**src/rtl/flash_lock_pkg.sv**
```systemverilog
package flash_lock_pkg;

   localparam int unsigned NC = 4;

   localparam int unsigned IDX_PORT0 = 0;
   localparam int unsigned IDX_PORT1 = 1;
   localparam int unsigned IDX_BOOT  = 2;
   localparam int unsigned IDX_FW    = 3;

   typedef logic [NC-1:0] cvec_t;

   // smaller rank wins among same-cycle arrivals
   function automatic int unsigned prio_rank(int unsigned idx);
      case (idx)
         IDX_FW:    return 0;
         IDX_PORT0: return 1;
         IDX_PORT1: return 2;
         default:   return 3;
      endcase
   endfunction

endpackage

```
**src/rtl/fla_order.sv**
```systemverilog
module fla_order
   import flash_lock_pkg::*;
(
   input  logic                    clk_i,
   input  logic                    rst_ni,
   input  cvec_t                   req_i,
   output logic [NC-1:0][NC-1:0]   older_o
);

   cvec_t                  seen_q;
   logic [NC-1:0][NC-1:0]  older_q;

   always_ff @(posedge clk_i or negedge rst_ni) begin
      if (!rst_ni) begin
         seen_q  <= '0;
         older_q <= '0;
      end else begin
         seen_q  <= req_i;
         older_q <= older_o;
      end
   end

   // older_o[i][j]: client i has been waiting longer than client j
   for (genvar i = 0; i < NC; i++) begin : g_row
      for (genvar j = 0; j < NC; j++) begin : g_col
         if (i == j) begin : g_diag
            assign older_o[i][j] = 1'b0;
         end else begin : g_pair
            localparam logic RANK_WIN = (prio_rank(i) < prio_rank(j));
            assign older_o[i][j] = (seen_q[i] && seen_q[j]) ? older_q[i][j] :
                                   seen_q[i]                ? 1'b1          :
                                   seen_q[j]                ? 1'b0          :
                                                              RANK_WIN;
         end
      end
   end


   for (genvar i = 0; i < NC; i++) begin : g_asym
      for (genvar j = i + 1; j < NC; j++) begin : g_asym_col
         order_asym_chk: assert property (@(posedge clk_i) disable iff (!rst_ni)
            !(older_o[i][j] && older_o[j][i]));
      end
   end

endmodule

```
**src/rtl/fla_pick.sv**
```systemverilog
module fla_pick
   import flash_lock_pkg::*;
(
   input  cvec_t                  cand_i,
   input  logic [NC-1:0][NC-1:0]  older_i,
   output cvec_t                  win_o
);

   for (genvar i = 0; i < NC; i++) begin : g_win
      cvec_t beats;
      for (genvar j = 0; j < NC; j++) begin : g_beat
         assign beats[j] = older_i[j][i];
      end
      assign win_o[i] = cand_i[i] && !(|(cand_i & beats));
   end

endmodule

```
**src/rtl/fla_idle_timer.sv**
```systemverilog
module fla_idle_timer #(
   parameter int unsigned TIMEOUT_CYCLES = 16,
   localparam int unsigned CW = (TIMEOUT_CYCLES > 1) ? $clog2(TIMEOUT_CYCLES) : 1
) (
   input  logic clk_i,
   input  logic rst_ni,
   input  logic load_i,
   input  logic run_i,
   input  logic kick_i,
   input  logic en_i,
   output logic expire_o
);

   localparam logic [CW-1:0] LAST = CW'(TIMEOUT_CYCLES - 1);

   logic [CW-1:0] cnt_q;

   always_ff @(posedge clk_i or negedge rst_ni) begin
      if (!rst_ni) begin
         cnt_q <= '0;
      end else if (load_i || kick_i) begin
         cnt_q <= '0;
      end else if (run_i && (cnt_q != LAST)) begin
         cnt_q <= cnt_q + 1'b1;
      end
   end

   assign expire_o = en_i && run_i && !kick_i && (cnt_q == LAST);


   cnt_bound_chk: assert property (@(posedge clk_i) disable iff (!rst_ni)
      cnt_q <= LAST);


   kick_clears_chk: assert property (@(posedge clk_i) disable iff (!rst_ni)
      kick_i |=> (cnt_q == '0));

endmodule

```
**src/rtl/flash_lock_arb.sv**
```systemverilog
module flash_lock_arb
   import flash_lock_pkg::*;
#(
   parameter int unsigned CLK_HZ         = 125_000_000,
   parameter int unsigned TIMEOUT_CYCLES = 2 * CLK_HZ
) (
   input  logic          clk_i,
   input  logic          rst_ni,
   input  logic [NC-1:0] req_i,
   input  logic [NC-1:0] toggle_i,
   input  logic          timeout_en_i,
   output logic [NC-1:0] grant_o,
   output logic          timeout_o
);

   if (TIMEOUT_CYCLES < 2) begin : g_bad_timeout
      $error("TIMEOUT_CYCLES must be at least 2");
   end
   if (NC != 4) begin : g_bad_clients
      $error("client count must be four");
   end

   cvec_t                  grant_q;
   cvec_t                  blocked_q;
   logic                   tmo_q;
   cvec_t                  cand;
   cvec_t                  win;
   logic [NC-1:0][NC-1:0]  older;
   logic                   holding;
   logic                   holder_req;
   logic                   holder_kick;
   logic                   release_now;
   logic                   expire;
   logic                   grant_set;

   assign holding     = |grant_q;
   assign holder_req  = |(grant_q & req_i);
   assign holder_kick = |(grant_q & toggle_i);
   assign release_now = holding && !holder_req;
   assign cand        = req_i & ~blocked_q;
   assign grant_set   = !holding && (|win);

   fla_order u_order (
      .clk_i   (clk_i),
      .rst_ni  (rst_ni),
      .req_i   (req_i),
      .older_o (older)
   );

   fla_pick u_pick (
      .cand_i  (cand),
      .older_i (older),
      .win_o   (win)
   );

   fla_idle_timer #(.TIMEOUT_CYCLES(TIMEOUT_CYCLES)) u_timer (
      .clk_i    (clk_i),
      .rst_ni   (rst_ni),
      .load_i   (grant_set),
      .run_i    (holding && holder_req),
      .kick_i   (holder_kick),
      .en_i     (timeout_en_i),
      .expire_o (expire)
   );

   always_ff @(posedge clk_i or negedge rst_ni) begin
      if (!rst_ni) begin
         grant_q   <= '0;
         blocked_q <= '0;
         tmo_q     <= 1'b0;
      end else begin
         tmo_q     <= expire;
         blocked_q <= (blocked_q & req_i) | (expire ? grant_q : '0);
         if (holding) begin
            if (release_now || expire) grant_q <= '0;
         end else begin
            grant_q <= win;
         end
      end
   end

   assign grant_o   = grant_q;
   assign timeout_o = tmo_q;


   one_owner_chk: assert property (@(posedge clk_i) disable iff (!rst_ni)
      $onehot0(grant_q));


   handoff_gap_chk: assert property (@(posedge clk_i) disable iff (!rst_ni)
      ((|grant_q) && (grant_q != $past(grant_q))) |-> ($past(grant_q) == '0));


   grant_needs_req_chk: assert property (@(posedge clk_i) disable iff (!rst_ni)
      (grant_q & ~$past(grant_q) & ~$past(req_i)) == '0);


   blocked_no_grant_chk: assert property (@(posedge clk_i) disable iff (!rst_ni)
      (grant_q & ~$past(grant_q) & $past(blocked_q)) == '0);


   pulse_drops_grant_chk: assert property (@(posedge clk_i) disable iff (!rst_ni)
      timeout_o |-> ((grant_q == '0) && $past(|grant_q)));


   single_pulse_chk: assert property (@(posedge clk_i) disable iff (!rst_ni)
      timeout_o |=> !timeout_o);


   pulse_needs_en_chk: assert property (@(posedge clk_i) disable iff (!rst_ni)
      timeout_o |-> $past(timeout_en_i));

endmodule

```
**config.mk**
```make
export PLATFORM = sky130hd
export DESIGN_NAME = flash_lock_arb
export DESIGN_NICKNAME = d
export VERILOG_FILES = /design/src/rtl/flash_lock_pkg.sv /design/src/rtl/fla_order.sv /design/src/rtl/fla_pick.sv /design/src/rtl/fla_idle_timer.sv /design/src/rtl/flash_lock_arb.sv
export SDC_FILE = /design/constraint.sdc
export NUM_CORES = 1
export LEC_CHECK = 0
export BUFFER_PORTS_ARGS = -buffer_cell sky130_fd_sc_hd__buf_2
export CAP_MARGIN = 20
export CORE_ASPECT_RATIO = 1.4
export CORE_MARGIN = 8
export CORE_UTILIZATION = 45
export DETAILED_ROUTE_END_ITERATION = 10
export REMOVE_ABC_BUFFERS = 1
export SETUP_SLACK_MARGIN = 0.02
export SLEW_MARGIN = 5
export SYNTH_ARGS = -nofsm -noshare
export SYNTH_HDL_FRONTEND = slang
export SYNTH_SLANG_ARGS = --single-unit
```
**constraint.sdc**
```tcl
create_clock -name clk_i -period 6 [get_ports clk_i]
set_input_delay 0.6 -clock clk_i [delete_from_list [all_inputs] [get_ports clk_i]]
set_output_delay 0.6 -clock clk_i [all_outputs]
set_load 0.01 [all_outputs]
```
==> flow_summary.ini, run 1 <==
[cells_and_area]
n_antenna_cell = 0
layout.nets = 281
area_delta_synth_final_pct = 8.588
drive_gt1_share_pct = 13.70
final_common_cell = dfrtp_1
fin_area_um2 = 2895
layout_common_cells = dfrtp_1 (53), nor3_1 (30), xor2_1 (18), nand2_1 (16), buf_2 (15)
fillCellCount = 556
finalNonFillerCells = 340

[placed_design]
place_inst = 332
dp_hpwl_um = 4254
portBuffers = 15
place_congestion = 0.7885
place_area_um2 = 2784
dp_slack_ps = 3671

[floorplanning]
die_y_um = 107.1
initial_utilization_pct = 46.13
die_area_um2 = 8679
pin_count = 16
die_w_um = 81.06
coreArea_um2 = 5781
fp-row-count = 33

[worst_setup_path]
required_ps = 6190
path_max_fanout = 11
crit_family = simple AND/OR/NAND/NOR gates
slowest_stage = or4_1
crit_path_start = u_timer.cnt_q[0]
critical-path-max-stage-delay_ps = 720
crit_buf_inv = 0
arrival_ps = 2480
r2r-start = u_timer.cnt_q[0]
worstSetupPathType = flop to flop
r2r_setup_slack_ps = 3710
start_kind = flop
worstRegToRegCells = 6
r2r-end = grant_o[2]
end_kind = flop
worstPathCellList = ha_1 -> nand3_1 -> or4_1 -> nor2_1 -> a32oi_1 -> a2bb2o_1

[routing]
drtIter0Drc = 96
drc = 0
via_count = 1985
via_per_inst = 5.838
wl_um = 5939
ant_nets = 0
wl_per_cell_um = 17.47
dr.pass1.iters = 4

[clocking]
cts_setup_buffers = 0
cts_buffer_depth = 2
clock_sinks = 53
cts_inserted_buffers = 5
cts_resized = 0
htree_levels = 2
cts_root_buffer = clkbuf_8
clk_latency_ps = 300
cts_tree = built
holdBufCountCts = 0
path_clk_slew_ps = 100

[yosys]
syn_area_um2 = 2666
avgSynthCellArea_um2 = 10.46
synthTopCellsByArea = dfrtp_1 (50%), xor2_1 (5.9%), nor3_1 (5.6%)
synth_edf_count = 0
synth_seq_cells = 53
synth_top_area_share_pct = 49.74
ys.flop_type = dfrtp_1
synth_cell_type_count = 52
syn_inst = 255
synth-seq-area-share_pct = 49.74
synth_top_cell_by_area = dfrtp_1
ys_warn_count = 0
async_reset_ff_share_pct = 100.0

[timing]
maxSlewViolCount = 0
fin_crit_ps = 2291
fmax_mhz = 436.5
setup_slack_ps = 3709
finalSetupTns_ps = 0
rsz0062_at_grt = no
setup_viol = 0
worstMarginPinSlew_ps = 668.2
finalHoldViolations = 0
slew_headroom_pct = 55.45
clock_skew_ps = 11.08
fin_crit_sh_pct = 38.18
worst_hold_slack_ps = 407.4

[grt]
grt_usage_pct = 14.75
grt_pass1_wl_um = 10190
antenna_found_initial = 0
gr-total-overflow = 0
grt_pass1_vias = 2087
grt_max_degree = 54

[job]
drv_cap = 0

[power]
power_leakage_nw = 1.234
max-vdd-ir-drop_v = 0.0001587
power_density_nw_per_um2 = 307.8

[status]
status = complete, no violations

[worst_hold_path]
holdCritPathClass = input pin to async pin
## Yosys cell counts, types with 2 or more instances
cell	number
dfrtp_1	53
nor3_1	30
xor2_1	18
nand2_1	16
nand4_1	11
xnor2_1	9
a21oi_1	7
inv_1	7
nand2b_1	7
nand3_1	7
nor2_1	7
o211ai_1	6
a22o_1	5
and3_1	5
clkbuf_1	4
nor4_1	4
o21ai_0	4
a211oi_1	3
a21bo_2	3
a21boi_0	3
and2_1	3
and4_1	3
buf_2	3
or4_1	3
a22o_2	2
a22oi_1	2
a2bb2o_1	2
buf_6	2
nor2b_1	2
o2111ai_1	2
## stage by stage
step	util [%]	total power [W]
after floorplan	-	0.0005739
after global placement	48.16	0.0006639
after detailed placement	48.16	0.0006640
after CTS	50.09	0.0009060
after global routing	50.09	0.0009446
final	50.09	0.0008913
## kinds of logic (layout without fill, tap and decap cells)
| family | after synthesis | in the layout | synth area share (%) |
|---|---|---|---|
| DFF | 53 | 53 | 49.74 |
| adders and majority gates | 1 | 1 | 0.4692 |
| AOI/OAI and AO/OA | 46 | 46 | 13.37 |
| muxes | 1 | 1 | 0.3754 |
| and+or+nand+nor | 110 | 110 | 23.93 |
| buffers and inverters | 17 | 32 | 3.238 |
| xor gates and xnor gates | 27 | 27 | 8.869 |
## where the power goes
group | switching (W) | internal (W)
Combinational | 0.000165 | 0.0000786
Clock | 0.000113 | 0.000125
Sequential | 0.0000308 | 0.000379
Total | 0.000309 | 0.000583
## flip-flops by register name (all words and copies together), names as in the netlist
signal           cells
u_order.seen_q       4
u_order.older_q     12
timeout_o            1
grant_o              4
blocked_q            4
u_timer.cnt_q       28
## final cells by class
| class | instances | area [um^2] | area share (%) |
|---|---|---|---|
| tap | 70 | 87.58 | 3.025 |
| inverter | 7 | 26.28 | 0.9075 |
| multi-input combinational | 185 | 1254 | 43.30 |
| sequential | 53 | 1326 | 45.81 |
| clock buffer | 6 | 72.57 | 2.506 |
| timing repair buffer | 17 | 90.09 | 3.111 |
| clock inverter | 2 | 38.79 | 1.340 |
## layer usage
layer  routed length [um]  GRT usage, %  vias up
li1                     -             -      967
met1                 2529         16.87      987
met2                 3165         26.74       24
met3                  160         2.596        7
met4                   84         4.359        0
met5                    0             0        -
## worst max-delay path by stage
stage	to	cells after the start
floorplan	u_timer.cnt_q[0]	5
global placement	u_timer.cnt_q[19]	5
detailed placement	u_timer.cnt_q[2]	5
CTS	grant_o[2]	6
global route	grant_o[2]	6
finish	grant_o[2]	6
## worst reg2reg max path, delay by kind of cell (launching register included)
family	cells	cell delay, ps
DFF	1	410
and+or+nand+nor	3	1050
AOI/OAI and AO/OA	2	500
adders and majority gates	1	220
No activity file was read; power rests on OpenSTA's default activity.
==> run 2: changes to the inputs <==
ABC_AREA = 1   (was not set)
clock period = 2.3 ns   (was 6 ns; I/O delays follow)
==> run 2 against run 1 <==
- register-to-register slack got worse by 3400 ps
- critical path depth rose by 3
- sequential share of layout area decreased by 9.1 points
- non-clock buffer count up 11
- fmax rose by 18%
- combinational power rose to 4.0 times the previous value
- hold slack worse by 390 ps
- clock skew grew 3.0 ps
- sequential cell count did not move
- synthesized area rose by 24%
- final cell count grew 84%
- die area grew 19%
==> flow_summary.ini, run 2 <==
[clocking]
cts_inserted_buffers = 5
path_clk_slew_ps = 110
cts_setup_buffers = 0
cts_buffer_depth = 2
cts_root_buffer = clkbuf_8
clock_sinks = 53
cts_resized = 0
holdBufCountCts = 0
cts_tree = built
htree_levels = 2
clk_latency_ps = 330

[placed_design]
place_congestion = 0.9298
dp_hpwl_um = 7066
portBuffers = 15
place_area_um2 = 3521

[yosys]
syn_area_um2 = 3299
ys.flop_type = dfrtp_1
synthTopCellsByCount = nand2_1 (177), nor2_1 (94), inv_1 (58)
synthTopCellsByArea = dfrtp_1 (40%), nand2_1 (20%), nor2_1 (11%)
syn_inst = 502
async_reset_ff_share_pct = 100.0
synth_edf_count = 0
ys_warn_count = 0
synth_top_area_share_pct = 40.20
yosysMostFrequentCell = nand2_1
avgSynthCellArea_um2 = 6.573
synth_cell_type_count = 26
synth_seq_cells = 53
synth_top_cell_by_area = dfrtp_1
synth-seq-area-share_pct = 40.20

[job]
drv_cap = 0

[worst_setup_path]
start_kind = flop
path_max_fanout = 24
r2r-end = u_timer.cnt_q[5]
slowest_stage = nor2_4
critical-path-max-stage-delay_ps = 460
worstRegToRegCells = 9
required_ps = 2520
r2r-start = u_timer.cnt_q[0]
arrival_ps = 2160
worstSetupPathType = flop to flop
r2r_setup_slack_ps = 360
worstPathCellList = ha_1 -> nand3_2 -> nor2_4 -> nand3_2 -> nor2_2 -> nor2_4 -> nand3_2 -> nor2_1 -> nor2_1
crit_path_start = u_timer.cnt_q[0]
cpMostUsedCell = nand3_2
end_kind = flop

[timing]
finalHoldViolations = 0
rsz0062_at_grt = no
fin_crit_ps = 1943
fin_crit_sh_pct = 84.49
finalSetupTns_ps = 0
worstMarginPinSlew_ps = 686.2
maxSlewViolCount = 0
fmax_mhz = 514.6
setup_viol = 0
slew_headroom_pct = 54.25
clock_skew_ps = 14.04

[grt]
grt_usage_pct = 19.46
grt_pass1_wl_um = 15660
antenna_found_initial = 0
gr-total-overflow = 0
grt_pass1_vias = 3330
grt_max_degree = 54

[power]
power_density_nw_per_um2 = 716.5
power_leakage_nw = 1.742
max-vdd-ir-drop_v = 0.0005769

[floorplanning]
initial_utilization_pct = 45.69
pin_count = 16
die_y_um = 117.3
die_w_um = 88.37
fp-row-count = 37
coreArea_um2 = 7222
die_area_um2 = 10370

[cells_and_area]
final_common_cell = nand2_1
n_antenna_cell = 0
fin_area_um2 = 3613
layout.nets = 538
area_delta_synth_final_pct = 9.519
layout_common_cells = nand2_1 (177), nor2_1 (94), inv_1 (58), dfrtp_1 (53), nand4_1 (30)
regMostFlops = u_timer.cnt_q
largestRegisters = u_timer.cnt_q x28, u_order.older_q x12
largest_register_ffs = 28
drive_gt1_share_pct = 9.677

[routing]
wl_per_cell_um = 14.96
via_count = 3216
via_per_inst = 5.154
ant_nets = 0
drtIter0Drc = 189
dr.pass1.iters = 4
drc = 0
wl_um = 9338

[worst_hold_path]
holdCritPathClass = input pin to async pin

[status]
status = complete, no violations
## run 2: layer usage
metal / part of all wire, % / vias to the layer above / global-route usage, %
met5: 0 / - / 0
met4: 5.2 / 0 / 11.26
met3: 2.5 / 30 / 3.145
met2: 53 / 61 / 34.69
met1: 39 / 1502 / 20.41
li1: - / 1623 / -
## run 2: where the power goes
part | internal (W) | leakage, nW | switching (W)
Combinational | 0.000235 | 1.00 | 0.000737
Clock | 0.000216 | 0.0374 | 0.000341
Sequential | 0.000987 | 0.700 | 0.0000729
## run 2: cell type report
class / instances / area (um^2)
timing repair buffer: 28 / 172.7
clock inverter: 2 / 15.01
multi-input combinational: 377 / 1677
tap: 97 / 121.4
inverter: 61 / 229.0
clock buffer: 6 / 72.57
fill: 788 / 3608
sequential: 53 / 1326
## run 2: stage by stage
step	cells	worst slack, ps	total power (W)	utilization [%]	hold WS [ps]
6_report	624	356.7	0.002589	50.03	15.27
5_1_grt	624	159.9	0.002742	50.03	22.15
4_1_cts	624	42.16	0.002596	49.97	18.24
3_5_place_dp	616	54.43	0.002041	48.75	357.9
3_3_place_gp	616	111.6	0.002031	48.75	356.0
2_1_floorplan	491	391.8	0.001611	-	-65.59
## run 2: worst max-delay path: cells and delay by family, from the launching register on
kind	cells	cell delay, ps
and+or+nand+nor	8	1110
adders and majority gates	1	280
DFF	1	450
## run 2: logic make-up after synthesis
kind of cell / Yosys count / share of synthesized area, %
flip-flops: 53 / 40.20
adder cells (fa/ha/maj): 1 / 0.3792
XOR/XNOR: 3 / 0.7965
AO/OA/AOI/OAI: 27 / 4.854
AND/OR/NAND/NOR: 346 / 44.63
buffers and inverters: 72 / 9.139
## run 2: how the worst max path moves through the flow
stage	cells after the start	slack, ps	to
finish	9	360	u_timer.cnt_q[5]
detailed placement	9	50	u_timer.cnt_q[5]
global placement	9	110	u_timer.cnt_q[23]
global route	10	160	u_timer.cnt_q[23]
CTS	9	40	u_timer.cnt_q[5]
floorplan	7	390	u_timer.cnt_q[0]
==> run 3: changes to the inputs <==
clock period = 1.6 ns   (was 2.3 ns; I/O delays follow)
==> run 3 against run 2 <==
- non-clock buffer count is 114 higher
- global-route usage rose by 2.2 points
- via count is 18% higher
- fmax increased by 16%
- register-to-register slack got worse by 430 ps
- core utilization increased by 20 points
- wire length up 21%
- power rose by 110%
- critical path type unchanged
- sequential power up 40%
- the run now ends with negative setup slack left
- design area up 40%
- clock power rose by 46%
- final cell count is 19% higher
==> flow_summary.ini, run 3 (synthesis results as in run 2) <==
[timing]
rsz0062_at_grt = yes
finalHoldViolations = 0
maxSlewViolCount = 0
fin_crit_sh_pct = 104.5
fmax_mhz = 598.0
slew_headroom_pct = 68.38
fin_crit_ps = 1672
clock_skew_ps = 8.743
setup_slack_ps = -72.37
worstMarginPinSlew_ps = 474.3
setup_viol = 20

[worst_setup_path]
slowest_stage = dfrtp_2
start_kind = flop
required_ps = 1860
critical-path-max-stage-delay_ps = 480
crit_family = simple AND/OR/NAND/NOR gates
cpMostUsedCell = nand2_2
path_max_fanout = 7
arrival_ps = 1930
worstPathCellList = buf_4 -> a21oi_2 -> nor2_2 -> nand2_2 -> nand2_2 -> nor2_4 -> buf_12 -> clkbuf_16 -> nand4_1 -> nand2_1
worstSetupPathType = flop to flop
end_kind = flop
crit_buf_inv = 3

[grt]
grt_usage_pct = 21.66
grt_pass1_vias = 3893
gr-total-overflow = 0
antenna_found_initial = 0
grt_max_degree = 36
grt_pass1_wl_um = 17710

[placed_design]
dp_hpwl_um = 7661
place_congestion = 0.9555
portBuffers = 15
place_area_um2 = 4094

[clocking]
htree_levels = 2
path_clk_slew_ps = 110
cts_root_buffer = clkbuf_8
clk_latency_ps = 320
cts_tree = built
clock_sinks = 53
cts_buffer_depth = 2
cts_inserted_buffers = 5

[routing]
via_per_inst = 5.134
ant_nets = 0
dr.pass1.iters = 5
wl_per_cell_um = 15.27
wl_um = 11300
drtIter0Drc = 227
drc = 0
via_count = 3799

[job]
drv_cap = 0

[floorplanning]
pin_count = 16
die_y_um = 117.3
initial_utilization_pct = 45.69
die_w_um = 88.37
fp-row-count = 37
coreArea_um2 = 7222
die_area_um2 = 10370

[cells_and_area]
layout.nets = 654
n_antenna_cell = 0
final_common_cell = nand2_1
largest_register_ffs = 28
fin_area_um2 = 5052
fillCellCount = 618
area_delta_synth_final_pct = 53.13
drive_gt1_share_pct = 39.50
largestRegisters = u_timer.cnt_q x28, u_order.older_q x12
finish.utilization_pct = 69.96
layout_common_cells = nand2_1 (148), buf_4 (99), nor2_1 (61), inv_1 (51), dfrtp_1 (48)
regMostFlops = u_timer.cnt_q

[power]
p_int_w = 0.003213
power_frac_comb_pct = 58.5
pwr-share-seq_pct = 26.8
max-vdd-ir-drop_v = 0.0008558
power_leakage_nw = 2.493
clockPowerShare_pct = 14.7
p_switching_w = 0.002318
switching_share_pct = 41.91
power_density_nw_per_um2 = 1095

[worst_hold_path]
holdCritPathClass = input pin to flop

[status]
violations = negative setup slack
status = finished, violations left
run 3: cell types whose count changed in the layout (fill, tap and decap cells not counted), sizes merged:
cell	delta
nand2	+1
clkinv	+1
buf	+110
clkbuf	+1
dlygate4sd3	+2
inv	+1
clkinvlp	-1
nor2	+1
run 3: final cells by class:
type	instances	area (um^2)	area share (%)
well taps	97	121.4	2.402
clock buffers	5	68.82	1.362
clock inverters	3	25.02	0.4953
multi-input cells	379	2064	40.86
repair buffers	142	1206	23.87
inverters	61	234.0	4.631
flip-flops and latches	53	1333	26.37
run 3: final timing paths:
kind | startpoint | to | slack [ps] | depth (start not counted)
setup / recovery | u_order.seen_q[1] | u_timer.cnt_q[21] | -70 | 10
hold / removal | req_i[1] | u_order.seen_q[1] | 50 | 2
setup reg to reg | u_order.seen_q[1] | u_timer.cnt_q[21] | -70 | 10
hold reg to reg | u_order.older_q[2] | u_order.older_q[2] | 480 | 2
max in group asynchronous | rst_ni | u_order.seen_q[3] | 720 | 3
min in group asynchronous | rst_ni | u_timer.cnt_q[23] | 320 | 2
run 3: timing repair:
item,in CTS,in global routing
pin swaps,26,44
hold buffers,2,0
cloned,2,2
endpoints found under the setup margin,37,38
hold endpoints to repair,19,0
setup buffers,21,17
resized for setup,59,89
run 3: through the flow:
stage	instances	TNS (ps)	hold WS (ps)	total power (W)	setup slack, ps
after floorplan	491	-4890	-135.6	0.002316	-308.2
after global placement	689	-8399	142.8	0.003216	-389.6
after detailed placement	689	-9622	147.5	0.003232	-443.9
after CTS	722	-73.10	37.25	0.004525	-16.91
after global routing	740	-3456	36.92	0.005794	-173.4
final	740	-803.3	49.10	0.005531	-72.37
run 3: worst reg2reg max path: stages (launching register included):
cell and delay [ps]:
dfrtp_2 480, buf_4 170, a21oi_2 150, nor2_2 50, nand2_2 100, nand2_2 80
nor2_4 180, buf_12 140, clkbuf_16 130, nand4_1 70, nand2_1 80
run 3: layer usage:
| metal | global-route usage, % | vias to the layer above | share of wire, % | routed length, um |
|---|---|---|---|---|
| li1 | - | 1857 | - | - |
| met1 | 22.31 | 1785 | 37 | 4131 |
| met2 | 39.90 | 117 | 55 | 6206 |
| met3 | 3.215 | 40 | 4.1 | 463 |
| met4 | 11.05 | 0 | 4.4 | 499 |
| met5 | 0 | - | 0 | 0 |
run 3: power by group through the flow:
stage / sequential [W] / combinational [W] / clock, W
2_1_floorplan: 0.00154 / 0.000778 / 0
3_5_place_dp: 0.00149 / 0.00174 / 0
6_report: 0.00148 / 0.00324 / 0.000814
4_1_cts: 0.00148 / 0.00221 / 0.000836
5_1_grt: 0.00149 / 0.00341 / 0.000891
3_3_place_gp: 0.00149 / 0.00173 / 0
